<file path="src/rtl/i2c_tgt_pkg.sv">
`timescale 1ns/1ps
// Shared types for the serial memory target engine.
// Assumes: consumed by the engine FSM only.
package i2c_tgt_pkg;
    typedef enum logic [2:0] {
        ST_IDLE,
        ST_RX,
        ST_RX_ACK,
        ST_TX,
        ST_TX_ACK
    } tgt_state_e;

    typedef enum logic [1:0] {
        BK_DEV,
        BK_AHI,
        BK_ALO,
        BK_DATA
    } byte_kind_e;
endpackage

</file>
<file path="src/rtl/i2c_line_filter.sv">
`timescale 1ns/1ps
// Synchronises one bus line into clk and removes short spikes.
// It uses a majority vote over a window of FILT_LEN samples.
// Assumes: the line idles high; SYNC_STAGES >= 2, FILT_LEN >= 2.
module i2c_line_filter #(
    parameter int SYNC_STAGES = 2,
    parameter int FILT_LEN    = 3
) (
    input  logic clk,
    input  logic rst_n,
    input  logic line_in,
    output logic line_out
);
    localparam int CNT_W = $clog2(FILT_LEN + 1);

    logic [SYNC_STAGES-1:0] sync_q;
    logic [FILT_LEN-1:0]    win_q;
    logic [CNT_W-1:0]       ones;
    logic                   out_q;

    // Synchroniser chain and sample window shift.
    always_ff @(posedge clk) begin
        if (!rst_n) begin
            sync_q <= '1;
            win_q  <= '1;
        end else begin
            sync_q <= {sync_q[SYNC_STAGES-2:0], line_in};
            win_q  <= {win_q[FILT_LEN-2:0], sync_q[SYNC_STAGES-1]};
        end
    end

    // Count the high samples in the window.
    always_comb begin
        ones = '0;
        for (int i = 0; i < FILT_LEN; i++) begin
            ones = ones + CNT_W'(win_q[i]);
        end
    end

    // Register the majority decision.
    always_ff @(posedge clk) begin
        if (!rst_n) out_q <= 1'b1;
        else        out_q <= (ones > CNT_W'(FILT_LEN / 2));
    end

    assign line_out = out_q;
endmodule

</file>
<file path="src/rtl/i2c_cond_detect.sv">
`timescale 1ns/1ps
// Derives SCL edges and the START and STOP bus conditions from filtered lines.
// Assumes: the inputs are already synchronous to clk and free of glitches.
module i2c_cond_detect (
    input  logic clk,
    input  logic rst_n,
    input  logic scl_f,
    input  logic sda_f,
    output logic scl_rise,
    output logic scl_fall,
    output logic start_det,
    output logic stop_det
);
    logic scl_q, sda_q;

    // Hold the previous line levels.
    always_ff @(posedge clk) begin
        if (!rst_n) begin
            scl_q <= 1'b1;
            sda_q <= 1'b1;
        end else begin
            scl_q <= scl_f;
            sda_q <= sda_f;
        end
    end

    assign scl_rise  = scl_f & ~scl_q;
    assign scl_fall  = ~scl_f & scl_q;
    assign start_det = scl_f & scl_q & sda_q & ~sda_f;
    assign stop_det  = scl_f & scl_q & ~sda_q & sda_f;
endmodule

</file>
<file path="src/rtl/i2c_tgt_fsm.sv">
`timescale 1ns/1ps
// Byte-level protocol engine. It shifts bits in on rising SCL and moves its
// SDA drive after falling SCL. It decodes the device byte and two location
// bytes, then streams write or read bytes through back-end strobes.
// Assumes: edge and condition pulses are one clk wide and come from filtered
// lines; be_rdata always shows the byte at the back end's current location.
module i2c_tgt_fsm
    import i2c_tgt_pkg::*;
#(
    parameter int         ADDR_W   = 14,
    parameter logic [3:0] DEV_TYPE = 4'b1010
) (
    input  logic              clk,
    input  logic              rst_n,
    input  logic              scl_rise,
    input  logic              scl_fall,
    input  logic              start_det,
    input  logic              stop_det,
    input  logic              sda_f,
    input  logic [2:0]        dev_sel,
    input  logic              wr_protect,
    input  logic              be_busy,
    input  logic [7:0]        be_rdata,
    output logic              sda_oe,
    output logic              be_load,
    output logic [ADDR_W-1:0] be_addr,
    output logic              be_wr,
    output logic [7:0]        be_wdata,
    output logic              be_rd,
    output logic              be_commit
);
    tgt_state_e  state;
    byte_kind_e  kind;
    logic [3:0]  bit_cnt;
    logic [7:0]  shreg;
    logic [7:0]  addr_hi;
    logic        rw_q;
    logic        wp_q;
    logic        data_seen;
    logic        m_ack;

    logic dev_match;
    assign dev_match = (shreg[7:4] == DEV_TYPE) && (shreg[3:1] == dev_sel) && !be_busy;

    // Main protocol sequencer; all outputs are registered.
    always_ff @(posedge clk) begin
        if (!rst_n) begin
            state     <= ST_IDLE;
            kind      <= BK_DEV;
            bit_cnt   <= '0;
            shreg     <= '0;
            addr_hi   <= '0;
            rw_q      <= 1'b0;
            wp_q      <= 1'b0;
            data_seen <= 1'b0;
            m_ack     <= 1'b0;
            sda_oe    <= 1'b0;
            be_load   <= 1'b0;
            be_addr   <= '0;
            be_wr     <= 1'b0;
            be_wdata  <= '0;
            be_rd     <= 1'b0;
            be_commit <= 1'b0;
        end else begin
            be_load   <= 1'b0;
            be_wr     <= 1'b0;
            be_rd     <= 1'b0;
            be_commit <= 1'b0;
            if (start_det) begin
                state     <= ST_RX;
                kind      <= BK_DEV;
                bit_cnt   <= '0;
                sda_oe    <= 1'b0;
                data_seen <= 1'b0;
            end else if (stop_det) begin
                state     <= ST_IDLE;
                sda_oe    <= 1'b0;
                be_commit <= data_seen;
                data_seen <= 1'b0;
            end else begin
                case (state)
                    ST_RX: begin
                        if (scl_rise) begin
                            shreg   <= {shreg[6:0], sda_f};
                            bit_cnt <= bit_cnt + 4'd1;
                        end else if (scl_fall && bit_cnt == 4'd8) begin
                            bit_cnt <= '0;
                            case (kind)
                                BK_DEV: begin
                                    if (dev_match) begin
                                        rw_q   <= shreg[0];
                                        sda_oe <= 1'b1;
                                        state  <= ST_RX_ACK;
                                    end else begin
                                        state <= ST_IDLE;
                                    end
                                end
                                BK_AHI: begin
                                    addr_hi <= shreg;
                                    sda_oe  <= 1'b1;
                                    state   <= ST_RX_ACK;
                                end
                                BK_ALO: begin
                                    be_load <= 1'b1;
                                    be_addr <= ADDR_W'({addr_hi, shreg});
                                    sda_oe  <= 1'b1;
                                    state   <= ST_RX_ACK;
                                end
                                default: begin
                                    if (wp_q) begin
                                        state <= ST_IDLE;
                                    end else begin
                                        be_wr     <= 1'b1;
                                        be_wdata  <= shreg;
                                        data_seen <= 1'b1;
                                        sda_oe    <= 1'b1;
                                        state     <= ST_RX_ACK;
                                    end
                                end
                            endcase
                        end
                    end
                    ST_RX_ACK: begin
                        if (scl_fall) begin
                            sda_oe <= 1'b0;
                            state  <= ST_RX;
                            case (kind)
                                BK_DEV: begin
                                    if (rw_q) begin
                                        shreg  <= be_rdata;
                                        be_rd  <= 1'b1;
                                        sda_oe <= ~be_rdata[7];
                                        state  <= ST_TX;
                                    end else begin
                                        kind <= BK_AHI;
                                    end
                                end
                                BK_AHI:  kind <= BK_ALO;
                                BK_ALO: begin
                                    kind <= BK_DATA;
                                    wp_q <= wr_protect;
                                end
                                default: kind <= BK_DATA;
                            endcase
                        end
                    end
                    ST_TX: begin
                        if (scl_fall) begin
                            if (bit_cnt == 4'd7) begin
                                bit_cnt <= '0;
                                sda_oe  <= 1'b0;
                                state   <= ST_TX_ACK;
                            end else begin
                                bit_cnt <= bit_cnt + 4'd1;
                                shreg   <= {shreg[6:0], 1'b0};
                                sda_oe  <= ~shreg[6];
                            end
                        end
                    end
                    ST_TX_ACK: begin
                        if (scl_rise) begin
                            m_ack <= ~sda_f;
                        end else if (scl_fall) begin
                            if (m_ack) begin
                                shreg  <= be_rdata;
                                be_rd  <= 1'b1;
                                sda_oe <= ~be_rdata[7];
                                state  <= ST_TX;
                            end else begin
                                state <= ST_IDLE;
                            end
                        end
                    end
                    default: ;
                endcase
            end
        end
    end
endmodule

</file>
<file path="src/rtl/i2c_mem_target.sv">
`timescale 1ns/1ps
// Top of the serial memory target. It filters both bus lines, detects bus
// conditions and runs the protocol engine towards a memory back end.
// Assumes: clk is at least about 20x the SCL rate; the SDA pad is driven low
// externally whenever sda_oe is high.
module i2c_mem_target #(
    parameter int         ADDR_W      = 14,
    parameter int         SYNC_STAGES = 2,
    parameter int         FILT_LEN    = 3,
    parameter logic [3:0] DEV_TYPE    = 4'b1010
) (
    input  logic              clk,
    input  logic              rst_n,
    input  logic              scl_in,
    input  logic              sda_in,
    output logic              sda_oe,
    input  logic [2:0]        dev_sel,
    input  logic              wr_protect,
    input  logic              be_busy,
    input  logic [7:0]        be_rdata,
    output logic              be_load,
    output logic [ADDR_W-1:0] be_addr,
    output logic              be_wr,
    output logic [7:0]        be_wdata,
    output logic              be_rd,
    output logic              be_commit
);
    localparam int N_LINES = 2;

    logic [N_LINES-1:0] raw_lines;
    logic [N_LINES-1:0] flt_lines;
    logic scl_flt, sda_flt;
    logic scl_rise, scl_fall, start_det, stop_det;

    assign raw_lines = {scl_in, sda_in};

    // One synchroniser and spike filter per bus line.
    for (genvar g = 0; g < N_LINES; g++) begin : g_line
        i2c_line_filter #(
            .SYNC_STAGES(SYNC_STAGES),
            .FILT_LEN   (FILT_LEN)
        ) u_flt (
            .clk     (clk),
            .rst_n   (rst_n),
            .line_in (raw_lines[g]),
            .line_out(flt_lines[g])
        );
    end

    assign scl_flt = flt_lines[1];
    assign sda_flt = flt_lines[0];

    i2c_cond_detect u_cond (
        .clk      (clk),
        .rst_n    (rst_n),
        .scl_f    (scl_flt),
        .sda_f    (sda_flt),
        .scl_rise (scl_rise),
        .scl_fall (scl_fall),
        .start_det(start_det),
        .stop_det (stop_det)
    );

    i2c_tgt_fsm #(
        .ADDR_W  (ADDR_W),
        .DEV_TYPE(DEV_TYPE)
    ) u_fsm (
        .clk       (clk),
        .rst_n     (rst_n),
        .scl_rise  (scl_rise),
        .scl_fall  (scl_fall),
        .start_det (start_det),
        .stop_det  (stop_det),
        .sda_f     (sda_flt),
        .dev_sel   (dev_sel),
        .wr_protect(wr_protect),
        .be_busy   (be_busy),
        .be_rdata  (be_rdata),
        .sda_oe    (sda_oe),
        .be_load   (be_load),
        .be_addr   (be_addr),
        .be_wr     (be_wr),
        .be_wdata  (be_wdata),
        .be_rd     (be_rd),
        .be_commit (be_commit)
    );
endmodule

</file>
<file path="config.mk">
export PLATFORM = sky130hd
export DESIGN_NAME = i2c_mem_target
export DESIGN_NICKNAME = d
export VERILOG_FILES = /design/src/rtl/i2c_tgt_pkg.sv /design/src/rtl/i2c_line_filter.sv /design/src/rtl/i2c_cond_detect.sv /design/src/rtl/i2c_tgt_fsm.sv /design/src/rtl/i2c_mem_target.sv
export SDC_FILE = /design/constraint.sdc
export NUM_CORES = 1
export LEC_CHECK = 0
export BUFFER_PORTS_ARGS = -buffer_cell sky130_fd_sc_hd__buf_4
export CAP_MARGIN = 20
export CELL_PAD_IN_SITES_DETAIL_PLACEMENT = 1
export CELL_PAD_IN_SITES_GLOBAL_PLACEMENT = 2
export CORE_MARGIN = 8
export CORE_UTILIZATION = 35
export CTS_CLUSTER_SIZE = 10
export DETAILED_ROUTE_END_ITERATION = 10
export GPL_ROUTABILITY_DRIVEN = 0
export PLACE_DENSITY = 0.76
export RECOVER_POWER = 100
export SLEW_MARGIN = 30
export SYNTH_ARGS = -nofsm -noshare
export SYNTH_HDL_FRONTEND = slang
export SYNTH_SLANG_ARGS = --single-unit
</file>
<file path="constraint.sdc">
create_clock -name clk -period 2.09 [get_ports clk]
set_clock_uncertainty 0.1 [all_clocks]
set_input_delay 0.418 -clock clk [delete_from_list [all_inputs] [get_ports clk]]
set_output_delay 0.418 -clock clk [all_outputs]
set_load 0.01 [all_outputs]
</file>
### Yosys cells after proc, flatten, opt, wreduce, memory -nomap -nowiden

Index checks and enable logic that the tools add are counted.

| word-level totals | value |
|---|---|
| register bits | 68 |
| output and inout port bits | 27 |
| bits of input ports | 17 |

| cells by class | value |
|---|---|
| add/sub/neg operators | 5 |
| multiplexer cells | 56 |
| bitwise operators | 21 |
| $lt $le $gt $ge | 2 |
| equal/unequal tests | 33 |
| reduce and logical (&&, ||, !) cells | 28 |

Operators with widths:

| cell | number |
|---|---|
| 8-bit 2-to-1 mux | 9 |
| 8-bit case mux with 4 select lines | 1 |
| 3-bit 2-to-1 mux | 8 |
| 1-bit 2-to-1 mux | 22 |
| 4-bit by 3-bit inequality test with 1-bit output, second input constant | 5 |
| 4-bit 2-to-1 mux | 4 |
| 2-bit by 1-bit inequality test with 1-bit output, second input constant | 8 |
| 8-bit AND reduction | 2 |
| 1-bit NOT | 14 |
| 7-bit AND reduction | 2 |
| 4-bit inequality test, second input constant | 3 |
| 3-bit case mux with 4 select lines | 1 |
| 12-bit AND reduction | 1 |
| 4-bit AND reduction | 3 |
| 6-bit AND reduction | 2 |
| 2-bit 2-to-1 mux | 5 |
| 2-bit inequality test, second input constant | 5 |
| 10-bit AND reduction | 1 |
| 5-bit AND reduction | 2 |
| 3-bit OR reduction | 3 |
| 9-bit OR reduction | 1 |
| 4-bit == test, second input constant | 2 |
| 4-bit case mux with 2 select lines | 1 |
| 1-bit AND | 7 |
| other kinds (24) | 33 |

### Depth between registers and ports, before layout

Gate-level depths: netlist of the first run.

| depth | value |
|---|---|
| depth in word-level cells | 10 |
| depth in mapped cells | 8 |

### By module

Synthesis of the first run repeated with hierarchy kept, for this count alone.

| unflattened totals | value |
|---|---|
| cells, all modules | 327 |
| area, all modules | 3054.2 um^2 |

Modules (own cells, without submodules):

| module | times used | cells an instance | area each (um^2) | seq. area each (um^2) |
|---|---|---|---|---|
| i2c_tgt_fsm | 1 | 291 | 2618.8 | 1081.0 |
| i2c_line_filter | 2 | 14 | 175.2 | 120.1 |
| i2c_cond_detect | 1 | 8 | 85.1 | 40.0 |

### Worst setup path before layout of the first run

OpenSTA, ideal clock, no wires.

| path | value |
|---|---|
| path kind | register to register |
| start | reg u_fsm.bit_cnt[0] |
| end | reg u_fsm.be_addr[0] |
| arrival | 1657 ps |
| library setup time | 132 ps |
| data required time | 1858 ps |
| buffers on the path | 1 |
| cell stages (with the launch flop) | 9 |
| slack | 201 ps |
| clock period less this slack | 1889 ps |
| cell sequence | dfxtp_1 -> inv_1 -> ha_1 -> and3b_1 -> nor4b_4 -> nand2_1 -> clkbuf_1 -> nand2_1 -> a21oi_1 |

| between the ends | value |
|---|---|
| longest elaborated chain between the ends | 3 |

RTL lines:

| what | RTL line | source |
|---|---|---|
| from (decl) | i2c_tgt_fsm.sv:34 | `logic [3:0] bit_cnt;` |
| from (signal assigned) | i2c_tgt_fsm.sv:85 | `bit_cnt <= bit_cnt + 4'd1;` |
| from (signal assigned) | i2c_tgt_fsm.sv:154 | `bit_cnt <= bit_cnt + 4'd1;` |
| 4-bit == test | i2c_tgt_fsm.sv:86 | `end else if (scl_fall && bit_cnt == 4'd8) begin` |
| 1-bit logical AND | i2c_tgt_fsm.sv:86 |  |
| 6-bit AND reduction (no source line) | -- |  |
| to (signal assigned) | i2c_tgt_fsm.sv:105 | `be_addr <= ADDR_W'({addr_hi, shreg});` |
| to (decl) | i2c_tgt_fsm.sv:26 | `output logic [ADDR_W-1:0] be_addr,` |

No other way between the ends.
A chain may end at the register's enable or synchronous reset.

### Worst setup path after layout of the first run

| path | value |
|---|---|
| start | reg u_fsm.state[2] |
| end | reg u_fsm.state[0] |

| between the ends | value |
|---|---|
| longest elaborated chain between the ends | 4 |
| elaborated cells between the ends (all ways) | 16 |
| classes of those cells | eq/ne (11); mux (3); reduce/logical (2) |

RTL lines:

| what | RTL line | source |
|---|---|---|
| from (decl) | i2c_tgt_fsm.sv:32 | `tgt_state_e state;` |
| from (signal assigned) | i2c_tgt_fsm.sv:48 | `state <= ST_IDLE;` |
| from (signal assigned) | i2c_tgt_fsm.sv:70 | `state <= ST_RX;` |
| from (signal assigned) | i2c_tgt_fsm.sv:76 | `state <= ST_IDLE;` |
| 3-bit == test (tied with other cells) | i2c_tgt_fsm.sv:81 | `case (state)` |
| 3-bit case mux with 4 select lines | i2c_tgt_fsm.sv:81 |  |
| 1-bit 2-to-1 mux | i2c_tgt_fsm.sv:75 | `end else if (stop_det) begin` |
| 1-bit 2-to-1 mux | i2c_tgt_fsm.sv:69 | `if (start_det) begin` |

Parallel ways exist; a longest one is shown, timed or not.

==> results by group, run 1 <==
Status
  – Run status: finished, final reports clean

Hold path
  – HP Class: input pin to flip-flop

Placed design
  – Port Buffers: 43
  – HPWL after DPL: 6520 um
  – Placed cell area: around 3700 sq um

Final layout
  – Layout fillers: just over 1,000
  – Finished Cell Area: 3880 sq um
  – Register area: 1360 sq um
  – Ratio of cells with drive above 1 in the final layout: 16.6%
  – Number of inserted diodes: 0
  – Multi-input gate area: 1670 sq um
  – Most frequent cells in the layout: dfxtp_1 (66), nand2_1 (51), a21oi_1 (39), buf_4 (32), clkbuf_1 (32)
  – Area Overhead vs Synth: 23.5%
  – Final #Nets: around 440
  – Commonest non-fill, non-tap cell in the layout: dfxtp_1

Pwr
  – Sw frac: roughly 22%
  – Clock power frac: 47.0%
  – Power share of the combinational group: 3.4%
  – Worst VDD drop: 0.000409 V
  – Leakage: between 0.001 and 0.0015 uW
  – Power per cell area: between 600 and 700 nW/um^2
  – Switching power: 590 uW
  – Sequential share of power: between 40% and 50%
  – Cell internal pwr: 2050 uW

Synthesis
  – Post-synthesis sequential area ratio: 43.3%
  – Mapped Cells: 350
  – Most used DFF post-synth: dfxtp_1
  – Count of cell types in the netlist: 53
  – Yosys reg bits: a little under 70
  – Syn avg cell area: about 9.0 sq um
  – Async S/R FF share, synth: 0%
  – EDFF count, synth: 0
  – Syn_nets: 377
  – Yosys warnings: 0
  – Syn Std Cell Area: roughly 3100 sq um

Critical path
  – Crit start category: flip-flop
  – Critical-path cell list: buf_4 -> nor3b_1 -> nor2_1 -> o22ai_1 -> o21ai_0 -> mux2i_1
  – Worst EP required: roughly 2.2 ns
  – Worst Path Max Fanout: 10
  – CP top delay family: compound AO/OA/AOI/OAI gates
  – WP data arrival: 2.06 ns
  – Crit Path Category: flip-flop to flip-flop
  – Max stage delay on crit path: about 0.43 ns
  – CP max stage cell: dfxtp_2
  – Worst Setup End Kind: flip-flop
  – Buf/Inv on CP: 1

Drt
  – Routed length per instance: 16.8 um
  – Via count: 2,723
  – Final wirelength: 8810 um
  – DRT iter0 DRCs: 119
  – Final routed DRC violation total: 0
  – Final ANT Viol Nets: 0
  – Via density: 5.20
  – DRT Pass-1 Iters: 4

GRT
  – Grt ovf: 0
  – Antenna violations before repair: 0
  – First-pass GRT wire length: 14,700 um
  – Largest net degree at the start of global routing: 39
  – All-Layer GR Usage: approximately 15%
  – Vias in the first global route: 2,825

Timing
  – Sum Neg Setup Slack: 0 ns
  – Period minus WS final: 1.93 ns
  – Slew Limit Fails: 0
  – Hold Vio Cnt, Final: 0
  – RSZ-0062 raised after global routing: no
  – Final Setup Violations: 0
  – Worst Tran Pin Value: 0.546 ns
  – Worst rel slew slack: between 60% and 70%
  – Max Clk Rate: just over 500 MHz
  – Period utilisation layout: 92.3%

Floorplan
  – Die area: 12,300 sq um
  – Die span in y: 111 um
  – Die X: 111 um
  – Row cnt: 34
  – Initial cell density of the core: about 36%
  – Core area: 8720 sq um
  – I/O Pins: 44

Clocking
  – H-tree lvl count: 3
  – CTS clk-pin slew, worst paths: 0.08 ns
  – Root Driver: clkbuf_8
  – # clock sinks: 68
  – Worst skew pair latency: 0.35 ns
  – CTS Buf Count: 9
  – CTS tree: done
  – Longest Clk Path Bufs: 2

Run
  – MaxCap Viol Count: 0
-- power groups by stage --
stage          Sequential [uW]  Clock [uW]  Combinational, uW
3_5_place_dp              1340           0               92.6
2_1_floorplan             1330           0               44.1
5_1_grt                   1310        1340               97.5
4_1_cts                   1310        1280               92.8
3_3_place_gp              1340           0               90.9
6_report                  1310        1240               90.1
-- cell families (layout without fill, tap and decap cells) --
group                    count (synthesis)  after routing  share of synthesized area (%)
flip-flops                              68             68                           43.3
multiplexers                            20             20                           6.41
AO/OA/AOI/OAI                           81             81                           18.0
buffers and inverters                   29             95                           4.38
XOR/XNOR                                 4              4                           1.11
AND/OR/NAND/NOR                        138            138                           22.8
adder cells (fa/ha/maj)                 10             10                           3.98
-- synthesized netlist by cell type, types with 2 or more instances --
cell,n,area [sq um]
o21ai_0,7,35.0
nor3_1,6,30.0
buf_4,2,15.0
buf_6,2,22.5
nand2b_1,20,125
o21ai_1,2,10.0
nand4b_1,3,26.3
mux2i_1,19,190
a211o_1,2,17.5
nor2b_1,3,18.8
o21a_1,2,15.0
nand2_1,51,191
and3b_1,3,26.3
a21o_1,2,15.0
nand3b_1,4,30.0
nor2_1,18,67.6
o2bb2ai_1,2,17.5
a21oi_1,39,195
a311oi_1,9,78.8
dfxtp_1,68,1360
clkbuf_1,11,41.3
inv_1,9,33.8
or3_1,2,12.5
buf_2,5,25.0
and2b_1,2,15.0
a21oi_2,2,17.5
xnor2_1,3,26.3
o211ai_1,2,15.0
nor3b_1,2,15.0
ha_1,10,125
nand3_1,16,80.1
-- metal layers --
layer | global-route usage [%] | wire length (um)
met4 | 4.95 | 119
met3 | 4.27 | 335
met1 | 18.6 | 4340
met5 | 0 | 0
met2 | 22.6 | 4010
-- layout make-up --
cell class	count	area share [%]
Inverter	9	0.870
Timing Repair Buffer	70	11.8
Clock buffer	10	3.54
Clock inverter	6	2.22
Multi-Input combinational cell	253	43.0
Tap cell	108	3.48
Sequential cell	68	35.1
-- what timing repair did --
action / 4_1_cts / 5_1_grt
resized for setup: 1 / 8
hold buffers: 0 / 0
setup buffers: 0 / 0
pin swaps: 0 / 0
setup endpoints to repair: 2 / 13
-- stage by stage --
stage	worst slack, ns	cells	util (%)	hold slack, ns	power [uW]
after floorplan	0.201	350	-	0.286	1380
after global placement	0.0557	508	43.0	0.293	1430
after detailed placement	0.0172	508	43.0	0.298	1430
after CTS	0.0302	524	45.6	0.138	2680
after global routing	0.000708	524	44.5	0.132	2750
final	0.160	524	44.5	0.154	2640
-- final timing paths --
| kind | start | endpoint | slack, ns | cells after the start |
|---|---|---|---|---|
| hold reg to reg | g_line[1].u_flt.sync_q[1] | g_line[1].u_flt.win_q[0] | 0.31 | 1 |
| hold / removal | sda_in | g_line[0].u_flt.sync_q[0] | 0.15 | 2 |
| setup reg to reg | u_fsm.state[2] | u_fsm.state[0] | 0.16 | 6 |
| setup / recovery | u_fsm.state[2] | u_fsm.state[0] | 0.16 | 6 |
-- worst register-to-register path, cell delays in order, from the launching register on --
cell,delay (ns)
dfxtp_2,0.43
buf_4,0.19
nor3b_1,0.27
nor2_1,0.13
o22ai_1,0.33
o21ai_0,0.21
mux2i_1,0.15
-- state kept, by name, summed over array words and instances (netlist names), 2 cells and up --
signal,flops
g_line.u_flt.line_out,2
g_line.u_flt.sync_q,4
g_line.u_flt.win_q,6
u_fsm.addr_hi,6
u_fsm.be_addr,14
u_fsm.be_wdata,8
u_fsm.bit_cnt,4
u_fsm.kind,2
u_fsm.shreg,8
u_fsm.state,3
No activity file was read; power rests on OpenSTA's default activity.
==> inputs of run 2 (changes only) <==
--- a/config.mk
+++ b/config.mk
@@ -14,7 +14,7 @@
 export CTS_CLUSTER_SIZE = 10
 export DETAILED_ROUTE_END_ITERATION = 10
 export GPL_ROUTABILITY_DRIVEN = 0
-export PLACE_DENSITY = 0.76
+export PLACE_DENSITY_LB_ADDON = 0.05
 export RECOVER_POWER = 100
 export SLEW_MARGIN = 30
 export SYNTH_ARGS = -nofsm -noshare
==> run 2 against run 1 <==
- clock power about the same
- hold slack improved by 0.010 ns
- cell count increased by 0.19%
- clock-buffer cell count increased by 1
- largest cell class unchanged
- highest routed layer unchanged
==> results by group, run 2 (same netlist as run 1, synthesis figures left out) <==
Floorplan
  – Die area: 12,300 sq um
  – I/O Pins: 44
  – Row cnt: 34
  – Die X: 111 um
  – Die span in y: 111 um
  – Initial cell density of the core: around 36%
  – Core area: 8720 sq um

Critical path
  – R2r setup slk: 0.12 ns
  – Worst Setup EP: u_fsm.bit_cnt[2]
  – Worst Setup End Kind: flip-flop
  – CP startpoint: u_cond.scl_q
  – Worst r2r dst: u_fsm.bit_cnt[2]
  – Worst EP required: 2.25 ns
  – Worst reg2reg startpoint: u_cond.scl_q
  – Worst Path Max Fanout: 9
  – WP data arrival: 2.13 ns
  – Reg2Reg Depth: 6
  – Crit Path Category: flip-flop to flip-flop
  – Crit start category: flip-flop

Timing
  – Hold Vio Cnt, Final: 0
  – Fin worst setup slack: about 0.12 ns
  – Slew Limit Fails: 0
  – Period minus WS final: between 1.5 and 2 ns
  – Worst rel slew slack: 58.0%
  – Hold Slack: ~0.16 ns
  – Period utilisation layout: 94.4%
  – Sum Neg Setup Slack: 0 ns
  – Max Clk Rate: 507 MHz
  – Final Setup Violations: 0
  – Worst Tran Pin Value: 0.630 ns
  – RSZ-0062 raised after global routing: no

Clocking
  – Root Driver: clkbuf_8
  – Longest Clk Path Bufs: 2
  – CTS tree: done
  – Worst skew pair latency: 0.33 ns
  – CTS clk-pin slew, worst paths: around 0.080 ns
  – CTS Buf Count: 9
  – Hold Buf Count CTS: 0
  – H-tree lvl count: 3
  – # clock sinks: 68

Drt
  – Via count: between 2,000 and 3,000
  – Final routed DRC violation total: 0
  – Final wirelength: roughly 8800 um
  – Via density: 5.16
  – DRT Pass-1 Iters: 4
  – DRT iter0 DRCs: 92
  – Routed length per instance: 16.7 um
  – Final ANT Viol Nets: 0

Pwr
  – Total Power: between 2000 and 3000 uW
  – Worst VDD drop: around 0.00049 V
  – Power per cell area: 676 nW/um^2
  – Leakage: 0.00141 uW

Run
  – MaxCap Viol Count: 0

Final layout
  – Layout fillers: 1,046
  – Biggest regs: u_fsm.be_addr (14), u_fsm.be_wdata (8), u_fsm.shreg (8)
  – Biggest register: u_fsm.be_addr
  – Final #Nets: around 440
  – Number of inserted diodes: 0
  – Area Overhead vs Synth: 22.9%
  – Largest register FFs: 14
  – Ratio of cells with drive above 1 in the final layout: 17.0%
  – Commonest non-fill, non-tap cell in the layout: dfxtp_1
  – Finished Cell Area: 3860 sq um
  – Most frequent cells in the layout: dfxtp_1 (64), nand2_1 (51), a21oi_1 (39), buf_4 (38), clkbuf_1 (32)

GRT
  – Largest net degree at the start of global routing: 39
  – All-Layer GR Usage: 14.3%
  – First-pass GRT wire length: 14,500 um
  – Antenna violations before repair: 0
  – Vias in the first global route: 2,713
  – Grt ovf: 0

Hold path
  – Worst Hold Depth: 2
  – HP Class: input pin to flip-flop

Placed design
  – Placed cell area: 3720 sq um
  – Pre-CTS setup slack: 0.0424 ns
  – Port Buffers: 43
  – HPWL after DPL: roughly 6500 um

Status
  – Run status: finished, final reports clean
==> run 2: changes by cell type in the layout (fill, tap and decap cells not counted), moves of 2 or more <==
cell	change
dfxtp_2	+2
buf_12	-2
dfxtp_1	-2
buf_4	+6
clkinv_2	-2
==> run 2: repair_timing <==
action / CTS / global route
gates resized for setup: 0 / 10
endpoints found under the setup margin: 0 / 17
buffers inserted: 0 / 1
==> run 2: where the power goes <==
| group | internal, uW | switching [uW] | total (uW) |
|---|---|---|---|
| Sequential | 1300 | 4.78 | 1310 |
| Clock | 710 | 509 | 1220 |
| Combinational | 37.1 | 47.4 | 84.4 |
| Total | 2050 | 561 | 2610 |
==> run 2: layout make-up <==
class,instances,area [sq um],share of cell area (%)
clock buffers,11,141,3.66
flip-flops and latches,68,1370,35.4
multi-input cells,253,1660,43.0
well taps,108,135,3.50
clock inverters,5,83.8,2.17
repair buffers,71,442,11.4
inverters,9,33.8,0.875
==> run 2: critical path, stage by stage, from the launching register on <==
cell and delay (ns):
dfxtp_2 0.42, nor2b_1 0.28, buf_4 0.21, o21a_1 0.14, o21ai_1 0.12, or4b_1 0.48, a21oi_1 0.14
==> run 2: how the worst min path moves through the flow <==
stage / startpoint / slack, ns / endpoint
after global routing: scl_in / 0.15 / g_line[1].u_flt.sync_q[0]
after global placement: g_line[1].u_flt.sync_q[1] / 0.30 / g_line[1].u_flt.win_q[0]
after CTS: sda_in / 0.14 / g_line[0].u_flt.sync_q[0]
after floorplan: g_line[0].u_flt.sync_q[0] / 0.29 / g_line[0].u_flt.sync_q[1]
final: scl_in / 0.16 / g_line[1].u_flt.sync_q[0]
after detailed placement: g_line[0].u_flt.sync_q[0] / 0.30 / g_line[0].u_flt.sync_q[1]
==> run 2: per-stage QoR <==
stage          cells  utilization [%]
2_1_floorplan    350                -
4_1_cts          524             45.3
3_5_place_dp     508             42.7
5_1_grt          525             44.3
6_report         525             44.3
3_3_place_gp     508             42.7
==> run 2: layer usage <==
metal  vias to the layer above  routed length (um)  track usage (%)
met2                        36                4110             22.3
met3                         4                 325             3.90
met4                         0                  45             3.78
li1                       1356                   -                -
met5                         -                   0                0
met1                      1312                4300             18.8
